## config.mk

```make
export PLATFORM = sky130hd
export DESIGN_NAME = itl_lookup_engine
export DESIGN_NICKNAME = d
export VERILOG_FILES = /design/src/rtl/itl_pkg.sv /design/src/rtl/itl_req_decode.sv /design/src/rtl/itl_entry_decode.sv /design/src/rtl/itl_walk_fsm.sv /design/src/rtl/itl_lookup_engine.sv
export SDC_FILE = /design/constraint.sdc
export NUM_CORES = 1
export LEC_CHECK = 0
export BUFFER_PORTS_ARGS = -buffer_cell sky130_fd_sc_hd__buf_2
export CAP_MARGIN = 20
export CELL_PAD_IN_SITES_DETAIL_PLACEMENT = 2
export CELL_PAD_IN_SITES_GLOBAL_PLACEMENT = 2
export CORE_MARGIN = 2
export CORE_UTILIZATION = 29
export CTS_BUF_LIST = sky130_fd_sc_hd__clkbuf_4 sky130_fd_sc_hd__clkbuf_8
export DETAILED_ROUTE_END_ITERATION = 8
export PLACE_DENSITY_LB_ADDON = 0.1
export SETUP_SLACK_MARGIN = 0.2
export SYNTH_ARGS = -nofsm -noshare
export SYNTH_HDL_FRONTEND = slang
export SYNTH_HIERARCHICAL = 1
export SYNTH_SLANG_ARGS = --single-unit
```

## constraint.sdc

```tcl
create_clock -name clk -period 2.6 [get_ports clk]
set_input_delay 0.52 -clock clk [delete_from_list [all_inputs] [get_ports clk]]
set_output_delay 0.52 -clock clk [all_outputs]
set_load 0.01 [all_outputs]
```

## src/rtl/itl_pkg.sv

```systemverilog
package itl_pkg;

   localparam int EVENT_W = 32;
   localparam int RSP_W   = 64;

   // device entry layout
   localparam int DEV_SIZE_LO = 1;
   localparam int DEV_SIZE_W  = 5;
   localparam int DEV_BASE_LO = 6;
   // translation entry layout
   localparam int XL_PHYS_BIT = 1;
   localparam int XL_INTID_LO = 8;
   localparam int XL_ICID_LO  = 32;
   // translation table geometry
   localparam int XL_ALIGN_SH = 8;
   localparam int XL_ENTRY_SH = 3;
   localparam int RANGE_W     = (1 << DEV_SIZE_W) + 1;

   typedef enum logic [1:0] {
      KIND_REGWR   = 2'd0,
      KIND_CLEAR   = 2'd1,
      KIND_DISCARD = 2'd2,
      KIND_INT     = 2'd3
   } itl_kind_e;

   typedef enum logic [1:0] {
      TBL_DEV  = 2'd0,
      TBL_XL   = 2'd1,
      TBL_COLL = 2'd2
   } itl_tbl_e;

   typedef enum logic [2:0] {
      ST_IDLE,
      ST_DEV_REQ,
      ST_DEV_RSP,
      ST_XL_REQ,
      ST_XL_RSP,
      ST_CO_REQ,
      ST_CO_RSP
   } itl_state_e;

endpackage

```

## src/rtl/itl_req_decode.sv

```systemverilog
module itl_req_decode
   import itl_pkg::*;
#(
   parameter int          DEVID_W   = 20,
   parameter int unsigned DEV_LIMIT = 4095
) (
   input  logic [1:0]         kind,
   input  logic [63:0]        cmd_dw0,
   input  logic [63:0]        cmd_dw1,
   input  logic [31:0]        wr_data,
   input  logic               wr_half,
   input  logic [DEVID_W-1:0] wr_reqid,
   input  logic               ctl_enable,
   output logic [DEVID_W-1:0] devid,
   output logic [EVENT_W-1:0] eventid,
   output logic               drop
);
   logic is_reg;
   logic [EVENT_W-1:0] reg_event;

   assign is_reg    = (kind == KIND_REGWR);
   assign reg_event = wr_half ? {16'h0000, wr_data[15:0]} : wr_data;
   assign devid     = is_reg ? wr_reqid : cmd_dw0[32 +: DEVID_W];
   assign eventid   = is_reg ? reg_event : cmd_dw1[31:0];
   assign drop      = (is_reg && !ctl_enable) || (devid > DEVID_W'(DEV_LIMIT));

   logic unused_cmd;
   generate
      if (DEVID_W < 32) begin : g_part_dw0
         assign unused_cmd = ^{cmd_dw0[31:0], cmd_dw0[63:32+DEVID_W], cmd_dw1[63:32]};
      end else begin : g_full_dw0
         assign unused_cmd = ^{cmd_dw0[31:0], cmd_dw1[63:32]};
      end
   endgenerate
endmodule

```

## src/rtl/itl_entry_decode.sv

```systemverilog
module itl_entry_decode
   import itl_pkg::*;
#(
   parameter int ADDR_W  = 48,
   parameter int INTID_W = 24,
   parameter int ICID_W  = 16
) (
   input  logic [RSP_W-1:0]   rsp,
   input  logic [EVENT_W-1:0] eventid,
   output logic               dev_ok,
   output logic [ADDR_W-1:0]  xl_addr,
   output logic               xl_ok,
   output logic [INTID_W-1:0] intid,
   output logic [ICID_W-1:0]  icid,
   output logic               col_ok
);
   localparam int BASE_W = ADDR_W - XL_ALIGN_SH;
   localparam int OFF_W  = EVENT_W + XL_ENTRY_SH;
   localparam int TOP_A  = DEV_BASE_LO + BASE_W;
   localparam int TOP_B  = XL_ICID_LO + ICID_W;
   localparam int TOP_C  = XL_INTID_LO + INTID_W;
   localparam int TOP_AB = (TOP_A > TOP_B) ? TOP_A : TOP_B;
   localparam int HI_USED = (TOP_AB > TOP_C) ? TOP_AB : TOP_C;

   logic [DEV_SIZE_W-1:0] size;
   logic [DEV_SIZE_W:0]   shamt;
   logic [RANGE_W-1:0]    limit;
   logic [BASE_W-1:0]     base;
   logic [OFF_W-1:0]      offset;

   // device stage: valid bit and event range
   assign size   = rsp[DEV_SIZE_LO +: DEV_SIZE_W];
   assign shamt  = {1'b0, size} + 1'b1;
   assign limit  = RANGE_W'(1) << shamt;
   assign dev_ok = rsp[0] && (RANGE_W'(eventid) <= limit);

   // translation address from the device entry base and the event
   assign base    = rsp[DEV_BASE_LO +: BASE_W];
   assign offset  = {eventid, {XL_ENTRY_SH{1'b0}}};
   assign xl_addr = {base, {XL_ALIGN_SH{1'b0}}} + ADDR_W'(offset);

   // translation stage fields
   assign xl_ok = rsp[0] && rsp[XL_PHYS_BIT];
   assign intid = rsp[XL_INTID_LO +: INTID_W];
   assign icid  = rsp[XL_ICID_LO +: ICID_W];

   // collection stage
   assign col_ok = rsp[0];

   generate
      if (HI_USED < RSP_W) begin : g_spare
         logic unused_rsp_hi;
         assign unused_rsp_hi = ^rsp[RSP_W-1:HI_USED];
      end
   endgenerate
endmodule

```

## src/rtl/itl_walk_fsm.sv

```systemverilog
module itl_walk_fsm
   import itl_pkg::*;
#(
   parameter int DEVID_W = 20,
   parameter int ADDR_W  = 48,
   parameter int INTID_W = 24,
   parameter int ICID_W  = 16
) (
   input  logic               clk,
   input  logic               rst_n,
   input  logic               req_valid,
   output logic               req_ready,
   input  logic [1:0]         kind_in,
   input  logic [DEVID_W-1:0] devid_in,
   input  logic [EVENT_W-1:0] eventid_in,
   input  logic               drop_in,
   output logic [EVENT_W-1:0] eventid_q,
   output logic               lk_req_valid,
   input  logic               lk_req_ready,
   output logic [1:0]         lk_req_tbl,
   output logic [ADDR_W-1:0]  lk_req_addr,
   input  logic               lk_rsp_valid,
   input  logic               dev_ok,
   input  logic [ADDR_W-1:0]  xl_addr,
   input  logic               xl_ok,
   input  logic [INTID_W-1:0] intid,
   input  logic [ICID_W-1:0]  icid,
   input  logic               col_ok,
   output logic               hit_valid,
   output logic [1:0]         hit_kind,
   output logic [INTID_W-1:0] hit_intid,
   output logic [ICID_W-1:0]  hit_icid,
   output logic               wr_valid,
   output logic [ADDR_W-1:0]  wr_addr
);
   itl_state_e state;
   logic [1:0]         kind_q;
   logic [DEVID_W-1:0] devid_q;
   logic [ADDR_W-1:0]  xl_addr_q;
   logic [INTID_W-1:0] intid_q;
   logic [ICID_W-1:0]  icid_q;

   assign req_ready    = (state == ST_IDLE);
   assign lk_req_valid = (state == ST_DEV_REQ) || (state == ST_XL_REQ) || (state == ST_CO_REQ);

   always_comb begin
      lk_req_tbl  = TBL_DEV;
      lk_req_addr = ADDR_W'(devid_q);
      case (state)
         ST_XL_REQ: begin
            lk_req_tbl  = TBL_XL;
            lk_req_addr = xl_addr_q;
         end
         ST_CO_REQ: begin
            lk_req_tbl  = TBL_COLL;
            lk_req_addr = ADDR_W'(icid_q);
         end
         default: ;
      endcase
   end

   always_ff @(posedge clk or negedge rst_n) begin
      if (!rst_n) begin
         state     <= ST_IDLE;
         kind_q    <= '0;
         devid_q   <= '0;
         eventid_q <= '0;
         xl_addr_q <= '0;
         intid_q   <= '0;
         icid_q    <= '0;
         hit_valid <= 1'b0;
         hit_kind  <= '0;
         hit_intid <= '0;
         hit_icid  <= '0;
         wr_valid  <= 1'b0;
         wr_addr   <= '0;
      end else begin
         hit_valid <= 1'b0;
         wr_valid  <= 1'b0;
         case (state)
            ST_IDLE: begin
               if (req_valid && !drop_in) begin
                  kind_q    <= kind_in;
                  devid_q   <= devid_in;
                  eventid_q <= eventid_in;
                  state     <= ST_DEV_REQ;
               end
            end
            ST_DEV_REQ: if (lk_req_ready) state <= ST_DEV_RSP;
            ST_DEV_RSP: begin
               if (lk_rsp_valid) begin
                  if (dev_ok) begin
                     xl_addr_q <= xl_addr;
                     state     <= ST_XL_REQ;
                  end else begin
                     state <= ST_IDLE;
                  end
               end
            end
            ST_XL_REQ: if (lk_req_ready) state <= ST_XL_RSP;
            ST_XL_RSP: begin
               if (lk_rsp_valid) begin
                  if (xl_ok) begin
                     intid_q <= intid;
                     icid_q  <= icid;
                     state   <= ST_CO_REQ;
                  end else begin
                     state <= ST_IDLE;
                  end
               end
            end
            ST_CO_REQ: if (lk_req_ready) state <= ST_CO_RSP;
            ST_CO_RSP: begin
               if (lk_rsp_valid) begin
                  state <= ST_IDLE;
                  if (col_ok) begin
                     if (kind_q == KIND_DISCARD) begin
                        wr_valid <= 1'b1;
                        wr_addr  <= xl_addr_q;
                     end else begin
                        hit_valid <= 1'b1;
                        hit_kind  <= kind_q;
                        hit_intid <= intid_q;
                        hit_icid  <= icid_q;
                     end
                  end
               end
            end
            default: state <= ST_IDLE;
         endcase
      end
   end
endmodule

```

## src/rtl/itl_lookup_engine.sv

```systemverilog
module itl_lookup_engine
   import itl_pkg::*;
#(
   parameter int          DEVID_W   = 20,
   parameter int          ADDR_W    = 48,
   parameter int          INTID_W   = 24,
   parameter int          ICID_W    = 16,
   parameter int unsigned DEV_LIMIT = 4095
) (
   input  logic               clk,
   input  logic               rst_n,
   input  logic               ctl_enable,
   input  logic               req_valid,
   output logic               req_ready,
   input  logic [1:0]         req_kind,
   input  logic [63:0]        cmd_dw0,
   input  logic [63:0]        cmd_dw1,
   input  logic [31:0]        wr_data,
   input  logic               wr_half,
   input  logic [DEVID_W-1:0] wr_reqid,
   output logic               lk_req_valid,
   input  logic               lk_req_ready,
   output logic [1:0]         lk_req_tbl,
   output logic [ADDR_W-1:0]  lk_req_addr,
   input  logic               lk_rsp_valid,
   input  logic [63:0]        lk_rsp_data,
   output logic               hit_valid,
   output logic [1:0]         hit_kind,
   output logic [INTID_W-1:0] hit_intid,
   output logic [ICID_W-1:0]  hit_icid,
   output logic               itt_wr_valid,
   output logic [ADDR_W-1:0]  itt_wr_addr,
   output logic [63:0]        itt_wr_data
);
   generate
      if (DEVID_W < 1 || DEVID_W > 32) begin : g_bad_devid_w
         $error("DEVID_W must lie in 1..32");
      end
      if (ADDR_W < EVENT_W + XL_ENTRY_SH + 1 || ADDR_W > RSP_W - DEV_BASE_LO + XL_ALIGN_SH) begin : g_bad_addr_w
         $error("ADDR_W outside the range the entry layout supports");
      end
      if (INTID_W < 1 || INTID_W > XL_ICID_LO - XL_INTID_LO) begin : g_bad_intid_w
         $error("INTID_W overlaps the collection field");
      end
      if (ICID_W < 1 || ICID_W > RSP_W - XL_ICID_LO) begin : g_bad_icid_w
         $error("ICID_W exceeds the entry");
      end
      if (ICID_W > ADDR_W || DEVID_W > ADDR_W) begin : g_bad_index_w
         $error("lookup indexes must fit the lookup address");
      end
      if (DEVID_W < 32 && DEV_LIMIT >= (64'd1 << DEVID_W)) begin : g_bad_limit
         $error("DEV_LIMIT does not fit DEVID_W");
      end
   endgenerate

   logic [DEVID_W-1:0] dec_devid;
   logic [EVENT_W-1:0] dec_event;
   logic               dec_drop;
   logic [EVENT_W-1:0] event_q;
   logic               dev_ok, xl_ok, col_ok;
   logic [ADDR_W-1:0]  xl_addr;
   logic [INTID_W-1:0] ent_intid;
   logic [ICID_W-1:0]  ent_icid;

   itl_req_decode #(.DEVID_W(DEVID_W), .DEV_LIMIT(DEV_LIMIT)) u_decode (
      .kind       (req_kind),
      .cmd_dw0    (cmd_dw0),
      .cmd_dw1    (cmd_dw1),
      .wr_data    (wr_data),
      .wr_half    (wr_half),
      .wr_reqid   (wr_reqid),
      .ctl_enable (ctl_enable),
      .devid      (dec_devid),
      .eventid    (dec_event),
      .drop       (dec_drop)
   );

   itl_entry_decode #(.ADDR_W(ADDR_W), .INTID_W(INTID_W), .ICID_W(ICID_W)) u_entry (
      .rsp     (lk_rsp_data),
      .eventid (event_q),
      .dev_ok  (dev_ok),
      .xl_addr (xl_addr),
      .xl_ok   (xl_ok),
      .intid   (ent_intid),
      .icid    (ent_icid),
      .col_ok  (col_ok)
   );

   itl_walk_fsm #(.DEVID_W(DEVID_W), .ADDR_W(ADDR_W), .INTID_W(INTID_W), .ICID_W(ICID_W)) u_walk (
      .clk          (clk),
      .rst_n        (rst_n),
      .req_valid    (req_valid),
      .req_ready    (req_ready),
      .kind_in      (req_kind),
      .devid_in     (dec_devid),
      .eventid_in   (dec_event),
      .drop_in      (dec_drop),
      .eventid_q    (event_q),
      .lk_req_valid (lk_req_valid),
      .lk_req_ready (lk_req_ready),
      .lk_req_tbl   (lk_req_tbl),
      .lk_req_addr  (lk_req_addr),
      .lk_rsp_valid (lk_rsp_valid),
      .dev_ok       (dev_ok),
      .xl_addr      (xl_addr),
      .xl_ok        (xl_ok),
      .intid        (ent_intid),
      .icid         (ent_icid),
      .col_ok       (col_ok),
      .hit_valid    (hit_valid),
      .hit_kind     (hit_kind),
      .hit_intid    (hit_intid),
      .hit_icid     (hit_icid),
      .wr_valid     (itt_wr_valid),
      .wr_addr      (itt_wr_addr)
   );

   assign itt_wr_data = '0;
endmodule

```

---- Word-level counts from Yosys, hierarchy flattened ----
Index checks and enable logic that the tools add are counted.
storage, ports and cells
  bits of input ports ..................... 253
  flip-flop bits (word level) ............. 237
cells by class
  add/sub/neg operators ................... 2
  $lt $le $gt $ge ......................... 2
  multiplexer cells ....................... 23
  bitwise operators ....................... 1
  equality and inequality tests ........... 14
  reductions and logical operators ........ 17
  shift-type cells ........................ 1
operator list
  kind                    count
  $pmux W48 S2            1
  $mux W32                2
  $add A48 B35 Y48        1
  $le A32 B33 Y1          1
  $shl A1 B6 Y33 const A  1
  $mux W3                 8
  $pmux W3 S7             1
  $gt A20 B12 Y1 const B  1
  $mux W20                1
  $ne A2 B2 Y1 const B    6
  $eq A3 B3 Y1 const B    3
  $mux W1                 8
  $reduce_and A4 Y1       2
  $reduce_and A7 Y1       1
  $add A5 B1 Y6 const B   1
  $eq A3 B2 Y1 const B    2
  $reduce_and A3 Y1       2
  $logic_and A1 B1 Y1     4
  $pmux W2 S2             1
  $eq A3 B1 Y1 const B    1
  $logic_not A3 Y1        1
  $logic_or A1 B1 Y1      3
  $eq A2 B2 Y1 const B    1
  $logic_not A1 Y1        2
  5 further kinds         5

---- Logic depth before layout (Yosys ltp) ----
  depth in word-level cells ............... 8
  mapped depth ............................ 15
  mapped depth without buffers ............ 14

---- Modules after synthesis ----
The synthesis kept the hierarchy.
by module, submodules not included
  module             times used  area each (µm²)  cells each  sequential area each (µm²)
  itl_walk_fsm       1           9466.6           605         5930.7
  itl_entry_decode   1           3205.6           469         0.0
  itl_req_decode     1           799.5            177         0.0
  itl_lookup_engine  1           484.2            65          0.0

---- Least setup slack after synthesis ----
Ideal clock, no wire load.
  path kind ............................... in2reg
  start point ............................. input lk_rsp_data[1]
  end point ............................... register u_walk.xl_addr_q[27]
  stages on the path ...................... 15
  path buffers ............................ 3
  data required time ...................... 2475 ps
  data arrival time ....................... 3120 ps
  setup slack ............................. -645 ps
  library setup time ...................... 125 ps
  cells stage by stage .................... and2_1 > clkbuf_1 > nand2_1 > ha_1 > nand4_1 > nor3_1 > a221oi_1 > o211a_1 > a221o_1 > nand2_1 > o21ai_0 > nand4_1 > buf_2 > buf_2 > mux2_2
on the way
  longest elaborated chain between the ends .. 5
ends and longest elaborated chain
  item                                line                     source
  start, declared                     itl_lookup_engine.sv:26  input logic [63:0] lk_rsp_data,
  $add A5 B1 Y6                       itl_entry_decode.sv:33   assign shamt = {1'b0, size} + 1'b1;
  $shl A1 B6 Y33                      itl_entry_decode.sv:34   assign limit = RANGE_W'(1) << shamt;
  $le A32 B33 Y1                      itl_entry_decode.sv:35   assign dev_ok = rsp[0] && (RANGE_W'(eventid) <= limit);
  $logic_and A1 B1 Y1                 itl_entry_decode.sv:35
  named net dev_ok                    itl_lookup_engine.sv:60  logic dev_ok, xl_ok, col_ok;
  $reduce_and A3 Y1 (no source line)  -
  end signal, assigned                itl_walk_fsm.sv:93       xl_addr_q <= xl_addr;
  end, declared                       itl_walk_fsm.sv:39       logic [ADDR_W-1:0] xl_addr_q;
The timed path passes the listed nets, and every way through them passes these cells.
A chain may end at the register's enable or synchronous reset.

---- Final worst setup path ----
  start point ............................. register u_walk.eventid_q[5]
  end point ............................... register u_walk.xl_addr_q[42]
on the way
  elaborated cells on any way between the ends .. 4
RTL lines
  item                    line                     source
  start, declared         itl_walk_fsm.sv:17       output logic [EVENT_W-1:0] eventid_q,
  start signal, assigned  itl_walk_fsm.sv:85       eventid_q <= eventid_in;
  $add A48 B35 Y48        itl_entry_decode.sv:40   assign xl_addr = {base, {XL_ALIGN_SH{1'b0}}} + ADDR_W'(offset);
  named net xl_addr[42]   itl_lookup_engine.sv:61  logic [ADDR_W-1:0] xl_addr;
The timed path passes the listed nets, and every way through them passes these cells.

==> results.py <==
metrics = {
    "run_status": {
        "outcome": "finished with violations",
        "violations": "setup timing",
    },
    "cells_and_area": {
        "fin_cells": 2425,
        "seq_area_sq_mm": 0.00594,
        "drive_gt1_share_pct": 52.5,
        "num-nets-final": 2095,
        "fillCellCount": 5056,
        "utilization_pct": 40.5,
        "multiInputGateArea_sq_mm": 0.00755,
        "area_growth_syn_to_layout_pct": 38.4,
        "stdcell_area_sq_mm": 0.0193,
    },
    "routing": {
        "wirelength_mm": 52.2,
        "wl_per_cell_um": 21.5,
        "vias": 11453,
        "drt_pass1_iterations": 4,
        "drc": 0,
        "vias_per_cell": 4.72,
        "drt_iter0_drc": 350,
        "drtAntennaViolNets": 0,
    },
    "die": {
        "pin_count": 461,
        "dieArea_sq_mm": 0.0499,
        "dieWidth_um": 223,
        "die_y_um": 223,
        "floorplan.rows": 80,
        "core_sq_mm": 0.0476,
        "start_util_pct": 29.3,
    },
    "synthesis": {
        "seq_area_frac_synth_pct": 42.5,
        "synthDistinctLibCells": 71,
        "synthArstFlopShare_pct": 100,
        "ys_ff_latch": 237,
        "synth_simple_gate_area_share_pct": 12.2,
        "synth_top_area_share_pct": 42.5,
        "synth_warnings": 6,
        "synth_area_per_cell_sq_um": 10.6,
        "muxShareOfSynthArea_pct": 19.1,
        "synth-compound-area-share_pct": 9.18,
        "synth_fa_ha_area_share_pct": 5.43,
        "synth_ff_type": "dfrtp_1",
        "syn_area_sq_mm": 0.0140,
        "synth_xor_xnor_area_share_pct": 2.13,
        "synthCells": 1316,
        "synth_top_family_by_area": "multiplexers",
        "synth_top_cell_by_area": "dfrtp_1",
        "synth.top_cells.by_area": "dfrtp_1 (42%), mux2_2 (18%), buf_4 (6.3%)",
        "synth_edf_count": 0,
    },
    "sta": {
        "whs_ns": 0.141,
        "fmax_ghz": 0.337,
        "grt_setup_unrepaired": "yes",
        "skew_ns": 0.0497,
        "setup_violations": 64,
        "maxSlewHeadroom_pct": 63.1,
        "finalMaxSlewViolations": 0,
        "period_needed_ns": 2.97,
        "hold_viol_final": 0,
        "worst_slack_ns": -0.366,
        "fin_crit_sh_pct": 114,
        "tightest_slew_ns": 0.554,
    },
    "setup_path": {
        "crit_path_max_incr_delay_ns": 0.46,
        "r2r-end": "u_walk/xl_addr_q[42]",
        "reg2reg_depth": 11,
        "worstPathRequired_ns": 3.12,
        "crit_path_start": "u_walk/eventid_q[5]",
        "ff2ff_setup_slack_ns": -0.37,
        "arrival_ns": 3.48,
        "cp_slowest_cell": "a2111o_1",
        "cp-endpoint": "u_walk/xl_addr_q[42]",
        "start_kind": "flop",
        "end_kind": "flop",
        "r2r-start": "u_walk/eventid_q[5]",
        "crit_chain": "ha_2 > inv_2 > fa_2 > and2b_2 > o31ai_4 > a2111o_1 > a2111oi_4 > o21ai_2 > nor2_1 > xnor2_1 > mux2_2",
        "worstSetupPathType": "flop to flop",
        "crit_fanout": 4,
    },
    "flow_run": {
        "cap_violations": 0,
    },
    "clocking": {
        "cts_root_buffer": "clkbuf_8",
        "cts_max_level": 2,
        "clkTransAtPathRegs_ns": 0.06,
        "cts_max_path_buffers": 3,
        "clock-sinks": 237,
        "cts_inserted_buffers": 48,
        "worstSkewPairLatency_ns": 0.64,
        "tritoncts": "built",
    },
    "pwr": {
        "static-leakage-power_nw": 10.4,
        "powerDensity_mw_per_mm2": 686,
        "ir_drop_mv": 0.302,
    },
    "grt": {
        "grt_start_max_net_pins": 73,
        "track_usage_pct": 20.5,
        "grt_overflow_total": 0,
        "antenna_found_initial": 3,
        "grt_pass1_vias": 12659,
        "grt_pass1_wl_mm": 77.4,
    },
    "placed_design": {
        "pre_cts_slack_ns": -0.874,
        "placedCellCount": 2291,
        "io_buffer_count": 304,
        "place_hpwl_mm": 38.0,
        "dpl_cell_area_sq_mm": 0.0167,
        "place.gp.congestion": 0.804,
    },
    "worst_hold_path": {
        "hp-class": "input port to flop",
        "worstHoldStart": "lk_rsp_data[46]",
    },
}
## registers in the layout, summed over array words and instances (netlist names)
| register | count |
|---|---|
| u_walk/icid_q | 16 |
| u_walk/xl_addr_q | 48 |
| u_walk/state | 3 |
| u_walk/devid_q | 20 |
| u_walk/wr_addr | 48 |
| u_walk/eventid_q | 32 |
| u_walk/hit_icid | 16 |
| u_walk/wr_valid | 1 |
| u_walk/hit_kind | 2 |
| u_walk/hit_intid | 24 |
| u_walk/kind_q | 2 |
| u_walk/intid_q | 24 |
| u_walk/hit_valid | 1 |
## critical path, delay by kind of cell, from the launching register on
family,cells,cell delay [ns]
AO/OA/AOI/OAI,4,1.08
XOR/XNOR,1,0.10
adder cells (fa/ha/maj),2,0.54
buffers and inverters,1,0.04
flip-flops,1,0.40
multiplexers,1,0.26
AND/OR/NAND/NOR,2,0.43
## kinds of logic after synthesis
group | Yosys count
buffers and inverters | 202
multiplexers | 234
AND/OR/NAND/NOR | 364
flip-flops | 237
XOR/XNOR | 34
other | 2
adder cells (fa/ha/maj) | 60
AO/OA/AOI/OAI | 183
## worst min path at each step
stage                        end  slack (ns)  cells past startpoint
2_1_floorplan  u_walk/devid_q[0]        0.22                      0
3_3_place_gp    u_walk/hit_valid        0.41                      1
3_5_place_dp    u_walk/hit_valid        0.42                      1
4_1_cts        u_walk/icid_q[15]        0.07                      2
5_1_grt        u_walk/icid_q[14]        0.09                      2
6_report       u_walk/icid_q[14]        0.14                      2
## stage by stage
step	power (mW)	TNS, ns
2_1_floorplan	6.75	-11.49
3_3_place_gp	8.04	-38.45
3_5_place_dp	8.17	-42.04
4_1_cts	13.2	-11.11
5_1_grt	14.0	-21.31
6_report	13.3	-11.60
## placed cells by master (no fill, tap or decap), types with 5 or more instances in the layout
cell type	n
nand3_1	9
conb_1	68
buf_6	51
o21ai_2	5
nor2_1	30
o211ai_1	6
a22o_1	20
buf_4	180
nor3_1	7
a21oi_1	42
nand2_1	207
dfrtp_2	9
mux2_2	185
nor2_2	6
ha_4	10
inv_1	18
o21ai_0	14
nand3b_1	17
ha_1	48
mux2_4	46
xor2_1	12
and2_4	29
buf_16	9
xnor2_1	21
clkbuf_8	53
a21o_1	35
buf_12	17
clkbuf_16	5
clkbuf_4	14
nand4_1	15
nor4_1	5
buf_2	267
dfrtp_1	228
a21oi_2	10
## final cells by class
type | count | area share [%]
Antenna cell | 1 | 0.0130
Clock buffer | 67 | 4.32
Clock inverter | 10 | 0.706
Inverter | 21 | 0.408
Multi-Input combinational cell | 943 | 39.1
Sequential cell | 237 | 30.8
Tap cell | 615 | 3.98
Timing Repair Buffer | 531 | 20.7
## cell usage after synthesis, types with 21 or more instances
cell type and n:
a21o_1 35, a21oi_1 51, a22o_1 21, and2_1 31
buf_2 39, buf_4 118, dfrtp_1 237, ha_1 59
mux2_2 222, nand2_1 207, nor2_1 37, xnor2_1 21
## power breakdown
group | total [mW] | switching [mW] | leakage [nW] | internal (mW)
Clock | 4.00 | 1.72 | 0.511 | 2.27
Sequential | 5.13 | 0.683 | 3.18 | 4.44
Combinational | 4.13 | 1.80 | 6.72 | 2.33
Total | 13.3 | 4.21 | 10.4 | 9.05
## layer usage
layer  track usage [%]  vias up  part of all wire [%]
met3              3.00       65                   3.9
met2              34.4      249                    48
met4              5.03        0                   2.1
met5                 0        -                     0
li1                  -     5353                     -
met1              27.7     5786                    46
## repair_timing
item	4_1_cts	5_1_grt
pin swaps	33	16
buffers inserted	29	9
setup endpoints to repair	101	103
gates resized for setup	150	59
gates cloned	11	6
hold endpoints to repair	30	0
hold buffers	1	0
Note: power is estimated with default switching activity, not from simulation.
